**src/rtl/simd_mul_pkg.sv**
```systemverilog
package simd_mul_pkg;
  localparam int LANE_W_DEF = 16;
  localparam int LANES_DEF  = 4;

  typedef enum logic [1:0] {
    OP_MUL_LO = 2'b00,
    OP_MUL_HI = 2'b01,
    OP_MADD   = 2'b10,
    OP_ZERO   = 2'b11
  } mul_op_e;
endpackage

```
**src/rtl/simd_smul_lane.sv**
```systemverilog
module simd_smul_lane #(
  parameter int W = 16
) (
  input  logic [W-1:0]   a,
  input  logic [W-1:0]   b,
  output logic [2*W-1:0] prod
);
  localparam int PW = 2 * W;

  function automatic logic [PW-1:0] f_sext(input logic [W-1:0] v);
    return {{W{v[W-1]}}, v};
  endfunction

  function automatic logic [PW-1:0] f_smul(input logic [W-1:0] x, input logic [W-1:0] y);
    logic [PW-1:0] ex;
    logic [PW-1:0] ey;
    ex = f_sext(x);
    ey = f_sext(y);
    return ex * ey;
  endfunction

  assign prod = f_smul(a, b);
endmodule

```
**src/rtl/simd_lane_combine.sv**
```systemverilog
module simd_lane_combine
  import simd_mul_pkg::*;
#(
  parameter int LANES = 4,
  parameter int W     = 16
) (
  input  logic [1:0]           op,
  input  logic [LANES*2*W-1:0] prods,
  output logic [LANES*W-1:0]   res
);
  localparam int PW    = 2 * W;
  localparam int PAIRS = LANES / 2;
  localparam int DW    = LANES * W;

  function automatic logic [PW-1:0] f_pair_add(input logic [PW-1:0] p0, input logic [PW-1:0] p1);
    return p0 + p1;
  endfunction

  logic [DW-1:0] lo_v;
  logic [DW-1:0] hi_v;
  logic [DW-1:0] madd_v;

  for (genvar i = 0; i < LANES; i++) begin : g_half
    assign lo_v[i*W +: W] = prods[i*PW +: W];
    assign hi_v[i*W +: W] = prods[i*PW + W +: W];
  end

  for (genvar j = 0; j < PAIRS; j++) begin : g_pair
    assign madd_v[j*PW +: PW] = f_pair_add(prods[2*j*PW +: PW], prods[(2*j+1)*PW +: PW]);
  end

  always_comb begin
    case (mul_op_e'(op))
      OP_MUL_LO: res = lo_v;
      OP_MUL_HI: res = hi_v;
      OP_MADD:   res = madd_v;
      default:   res = '0;
    endcase
  end
endmodule

```
**src/rtl/simd_out_stage.sv**
```systemverilog
module simd_out_stage #(
  parameter int DW = 64
) (
  input  logic          clk,
  input  logic          rst_n,
  input  logic          load,
  input  logic [DW-1:0] d,
  output logic [DW-1:0] q,
  output logic          vld
);
  always_ff @(posedge clk or negedge rst_n) begin
    if (!rst_n) begin
      q   <= '0;
      vld <= 1'b0;
    end else begin
      vld <= load;
      if (load) q <= d;
    end
  end
endmodule

```
**src/rtl/simd_mul16.sv**
```systemverilog
module simd_mul16
  import simd_mul_pkg::*;
#(
  parameter int LANES  = LANES_DEF,
  parameter int LANE_W = LANE_W_DEF
) (
  input  logic                      clk,
  input  logic                      rst_n,
  input  logic                      in_valid,
  input  logic [1:0]                op_sel,
  input  logic [LANES*LANE_W-1:0]   opnd_a,
  input  logic [LANES*LANE_W-1:0]   opnd_b,
  output logic                      out_valid,
  output logic [LANES*LANE_W-1:0]   result
);
  localparam int DW = LANES * LANE_W;
  localparam int PW = 2 * LANE_W;

  logic [LANES*PW-1:0] lane_prod;
  logic [DW-1:0]       nxt_result;

  for (genvar i = 0; i < LANES; i++) begin : g_lane
    simd_smul_lane #(.W(LANE_W)) u_mul (
      .a    (opnd_a[i*LANE_W +: LANE_W]),
      .b    (opnd_b[i*LANE_W +: LANE_W]),
      .prod (lane_prod[i*PW +: PW])
    );
  end

  simd_lane_combine #(.LANES(LANES), .W(LANE_W)) u_comb (
    .op    (op_sel),
    .prods (lane_prod),
    .res   (nxt_result)
  );

  simd_out_stage #(.DW(DW)) u_out (
    .clk   (clk),
    .rst_n (rst_n),
    .load  (in_valid),
    .d     (nxt_result),
    .q     (result),
    .vld   (out_valid)
  );
endmodule

```
**config.mk**
```make
export PLATFORM = sky130hd
export DESIGN_NAME = simd_mul16
export DESIGN_NICKNAME = d
export VERILOG_FILES = /design/src/rtl/simd_mul_pkg.sv /design/src/rtl/simd_smul_lane.sv /design/src/rtl/simd_lane_combine.sv /design/src/rtl/simd_out_stage.sv /design/src/rtl/simd_mul16.sv
export SDC_FILE = /design/constraint.sdc
export NUM_CORES = 2
export LEC_CHECK = 0
export BUFFER_PORTS_ARGS = -buffer_cell sky130_fd_sc_hd__buf_4
export CAP_MARGIN = 20
export CORE_UTILIZATION = 35
export DETAILED_ROUTE_END_ITERATION = 8
export GPL_TIMING_DRIVEN = 0
export MAX_ROUTING_LAYER = met4
export SLEW_MARGIN = 15
export SYNTH_ARGS = -nofsm -noshare
export SYNTH_HDL_FRONTEND = slang
export SYNTH_HIERARCHICAL = 1
export SYNTH_SLANG_ARGS = --single-unit
```
**constraint.sdc**
```tcl
create_clock -name clk -period 0.8 [get_ports clk]
set_input_delay 0.08 -clock clk [delete_from_list [all_inputs] [get_ports clk]]
set_output_delay 0.08 -clock clk [all_outputs]
set_load 0.02 [all_outputs]
```
---- Word level (Yosys, flattened, before mapping) ----
Cells that the tools add are included.
cells by class
  add/subtract/negate cells ............... 2
  multiply operators ...................... 4
  div/mod/pow operators ................... 0
  $lt $le $gt $ge ......................... 0
  equal/unequal tests ..................... 2
  shift-type cells ........................ 0
  mux-type cells .......................... 1
  bitwise gates (word level) .............. 0
  reduce and logical (&&, ||, !) cells .... 1
operator list
  operator              count
  $pmux W64 S3          1
  $mul A16 B16 Y32      4
  $add A32 B32 Y32      2
  $eq A2 B1 Y1 const B  1
  $eq A2 B2 Y1 const B  1
  $logic_not A2 Y1      1
word-level totals
  register bits ........................... 65
  bits in latches ......................... 0
  RAM bits ................................ 0
  bits in read-only memories .............. 0
  bits of input ports ..................... 133
  output and inout bits ................... 65
  logic and storage cells ................. 12
  memories ................................ 0

---- Depth between registers and ports, before layout ----
  word-level depth ........................ 3
  depth in mapped cells ................... 33
  mapped depth without buffers ............ 30

---- By module ----
Netlist, hierarchy kept.
modules (own cells, without submodules)
  module                                 instances  cells an instance  area an instance (um^2)  seq. area each (um^2)
  simd_smul_lane at g_lane[0].u_mul ...  3          1106               9963.3                   0.0
  simd_smul_lane at g_lane[3].u_mul      1          1082               9860.7                   0.0
  simd_lane_combine                      1          659                4645.7                   0.0
  simd_out_stage                         1          136                2703.8                   1626.6

---- Worst setup path after synthesis ----
No wires, ideal clock.
  path type ............................... input port to flip-flop
  start point ............................. in opnd_a[55]
  end point ............................... reg u_out.q[56]
  setup time .............................. 0.125 ns
  data arrival time ....................... 7.249 ns
  data required time ...................... 0.675 ns
  path slack .............................. -6.574 ns
  stages .................................. 31
  buffers on the path ..................... 2
  cell sequence ........................... clkbuf_1 -> nand2_1 -> fa_1 -> inv_1 -> fa_1 -> inv_1 -> fa_1 -> inv_1 -> fa_1 -> fa_1 -> inv_1 -> fa_1 -> inv_1 -> ha_1 -> and3_2 -> a221o_1 -> o21bai_1 -> a21o_1 -> a21oi_1 -> xnor2_1 -> ha_1 -> buf_2 -> o21ai_0 -> or2b_1 -> a21oi_1 -> a31oi_4 -> a2111oi_2 -> or3_1 -> a311oi_1 -> a31o_1 -> mux2_4
on the way
  word-level cells in the longest chain between the ends .. 3
RTL lines
  item                      RTL line                 text
  start, declared           simd_mul16.sv:11         input logic [LANES*LANE_W-1:0] opnd_a,
  $mul A16 B16 Y32          simd_smul_lane.sv:19     return ex * ey;
  named net lane_prod[113]  simd_mul16.sv:19         logic [LANES*PW-1:0] lane_prod;
  $add A32 B32 Y32          simd_lane_combine.sv:16  return p0 + p1;
  $pmux W64 S3              simd_lane_combine.sv:33  case (mul_op_e'(op))
  named net nxt_result[56]  simd_mul16.sv:20         logic [DW-1:0] nxt_result;
  end signal, assigned      simd_out_stage.sv:13     q <= '0;
  end signal, assigned      simd_out_stage.sv:17     if (load) q <= d;
  end, declared             simd_out_stage.sv:8      output logic [DW-1:0] q,
The timed path passes the listed nets, and every way through them passes these cells.
A chain may end at the register's enable or synchronous reset.

---- Worst setup path in the final report ----
  start point ............................. in opnd_b[5]
  end point ............................... reg u_out.q[29]
on the way
  word-level cells in the longest chain between the ends .. 3
RTL lines
  item                      RTL line                 text
  start, declared           simd_mul16.sv:12         input logic [LANES*LANE_W-1:0] opnd_b,
  $mul A16 B16 Y32          simd_smul_lane.sv:19
  named net lane_prod[17]   simd_mul16.sv:19
  $add A32 B32 Y32          simd_lane_combine.sv:16
  $pmux W64 S3              simd_lane_combine.sv:33
  named net nxt_result[29]  simd_mul16.sv:20
The timed path passes the listed nets, and every way through them passes these cells.

==> flow_summary.json <==
{
  "fin_skew_ns": 0,
  "yosys-top-cells-area": "fa_1, ha_1, inv_1, and2_1, nand2_1",
  "arrival_ns": 7.38,
  "grt_remaining_overflow": 0,
  "r2r_slack_ns": -0.12,
  "synth_edf_count": 0,
  "insertion_delay_ns": 0.36,
  "grt.busiest_layer": "met2",
  "dp_cells": 7159,
  "worstHoldPathType": "in2async",
  "critPathTopFamily": "adder cells",
  "timing.final.crit_share": 8.919,
  "status": "finished with violations",
  "drc": 0,
  "routedWlPerCell_um": 19.53,
  "stdcell_count": 7533,
  "hold_buffers": 1,
  "drt-total-wl_um": 147100,
  "grt_max_degree": 66,
  "synth_flop_cell": "dfrtp_1",
  "whs_ns": -0.1843,
  "ys_types": 103,
  "worstSetupPathType": "in2reg",
  "syn_nets": 6768,
  "grt.total_usage": 0.2229,
  "timing.rr.end": "u_out/q[45]",
  "drt_iter0_drc": 2231,
  "cts_buffers": 9,
  "slew_headroom": 0.2201,
  "setup-tns-final_ns": -364.32,
  "min_period_ns": 7.135,
  "drive_above_1_share": 0.2646,
  "gp_congestion": 0.9395,
  "antenna_left": 0,
  "tightest_slew_ns": 1.170,
  "worst-path-buf-inv": 5,
  "synth.top_cell.area_share": 0.4463,
  "cts_tree": "done",
  "max_freq_ghz": 0.1402,
  "layout_setup_ws_ns": -6.335,
  "maxCapViolations": 0,
  "grt_pass1_vias": 40090,
  "reg2reg_from": "u_out/q[45]",
  "critPathRequiredTime_ns": 1.05,
  "drt_first_pass_iters": 6,
  "dieArea_um2": 136000,
  "ff2ff_path_depth": 2,
  "syn_area_um2": 47100,
  "end_kind": "flop",
  "startpoint_type": "input pin",
  "ys_warn_count": 6,
  "synth_top_cell_by_area": "fa_1",
  "syn-mean-instance-area_um2": 9.066,
  "antenna_found_initial": 1,
  "crit_slowest_cell": "fa_1",
  "netlist_instances": 5195,
  "crit_path_frequent_cell": "fa_1",
  "io_pins": 198,
  "clock_path_buffers": 2,
  "grtUsageMet1": 0.2879,
  "htreeDepth": 3,
  "clock-sinks": 65,
  "clkSlewWorstSetupHoldPaths_ns": 0.06,
  "via_count": 37940,
  "rsz0062_at_grt": "true",
  "seq_area_frac_synth": 0.03453,
  "nets": 7331,
  "hpwlAfterDp_um": 120900,
  "port_buffers": 196,
  "routed_via_density": 5.036,
  "hold_violations": 65,
  "syn_to_final_growth_pct": 28.91,
  "violations": "negative hold slack, negative setup slack",
  "ys_async_sr_fraction": 1.000,
  "worst-path-max-fanout": 5,
  "row_count": 134,
  "finalMaxSlewViolations": 0,
  "die_h_um": 368.8,
  "setup_viol": 129,
  "grtUsageMet2": 0.3736,
  "slowest_delay_ns": 0.57,
  "cts-root-buf": "clkbuf_16",
  "die_w_um": 368.8,
  "ys_ff_latch": 65,
  "core_area_um2": 133500,
  "initial_core_util": 0.3529,
  "grt_pass1_wl_um": 227100,
  "grtUsageMet3": 0.02544
}
flip-flops by register name, summed over array words and instances (netlist names):
register,count
u_out/q,64
u_out/vld,1
per-stage QoR:
stage / worst slack, ns / util / cell area (um^2)
2_1_floorplan: -6.194 / - / 48650
3_3_place_gp: -7.425 / 0.3921 / 52330
3_5_place_dp: -7.340 / 0.3921 / 52330
4_1_cts: -6.373 / 0.4313 / 57560
5_1_grt: -6.492 / 0.4549 / 60710
6_report: -6.335 / 0.4549 / 60720
per-layer routing:
layer | vias to the layer above | wire (um)
met3 | 239 | 8143
met5 | - | 0
li1 | 17050 | -
met2 | 1098 | 73250
met1 | 19550 | 61530
met4 | 0 | 4167
synth_stat cells (8+ instances only):
cell type  count
inv_1       1181
o31ai_1        8
nor2b_1       12
a211o_1        8
and3_1        26
xnor2_1      116
o21bai_1      12
ha_1         390
clkbuf_1     151
a21o_1        59
fa_1        1050
or4_1          8
nor2_1       137
o2111ai_1     12
nor3_1        44
o21ai_1       15
mux2_4        60
nand2b_1      25
and2_1       505
nand4_1       19
a22oi_1       13
a311o_1        9
a21oi_1      120
nor3b_1       10
o211ai_1       8
xor2_1        49
mux2i_1       47
a31oi_1       16
a211oi_1      20
nand3_1       41
o21a_1        26
a21oi_2        9
or3_1          9
nand2_1      596
nand3b_1      19
dfrtp_1       65
o21ai_0      128
cell families (layout without fill, tap and decap cells):
kind of cell | after synthesis | in the layout | share of synthesized area
XOR/XNOR | 165 | 165 | 0.03068
other | 0 | 2 | 0
AO/OA/AOI/OAI | 559 | 559 | 0.08217
multiplexers | 112 | 112 | 0.03031
buffers and inverters | 1361 | 1929 | 0.1125
AND/OR/NAND/NOR | 1493 | 1493 | 0.1599
flip-flops | 65 | 65 | 0.03453
adder cells (fa/ha/maj) | 1440 | 1440 | 0.5499
worst max-delay path by stage:
stage / depth (start not counted) / startpoint / endpoint / slack, ns
6_report: 30 / opnd_b[5] / u_out/q[29] / -6.33
5_1_grt: 33 / opnd_a[5] / u_out/q[29] / -6.49
4_1_cts: 30 / opnd_b[54] / u_out/q[56] / -6.37
3_5_place_dp: 32 / opnd_b[63] / u_out/q[63] / -7.34
3_3_place_gp: 32 / opnd_b[63] / u_out/q[63] / -7.43
2_1_floorplan: 28 / opnd_a[22] / u_out/q[31] / -6.19
layout by cell type (no fill, tap or decap), drive strengths merged, types with 24 or more instances in the layout:
master,n
and2,507
a211oi,24
mux2,65
ha,390
o21a,26
nor2,140
buf,607
fa,1050
xor2,49
nand2b,25
nand3,44
nand2,597
and3,28
inv,1178
clkbuf,133
nor3,44
xnor2,116
a21oi,130
dfrtp,65
mux2i,47
a21o,61
o21ai,148
layout make-up:
type,count,area (um^2)
plain buffers,172,2693
clock inverters,5,56.30
flip-flops and latches,65,1639
clock buffers,11,232.7
inverters,1182,4448
well taps,1768,2212
multi-input cells,3769,44010
fillers,12870,72740
diodes,2,5.005
repair buffers,559,5415
what timing repair did:
action,CTS,global route
cloned,7,4
endpoints found under the setup margin,129,129
setup buffers,180,176
gates resized for setup,704,452
pin swaps,255,293
hold endpoints to repair,66,65
Power is not shown: default switching activity piles up to over one toggle a cycle in this logic, so the estimate is an artifact.
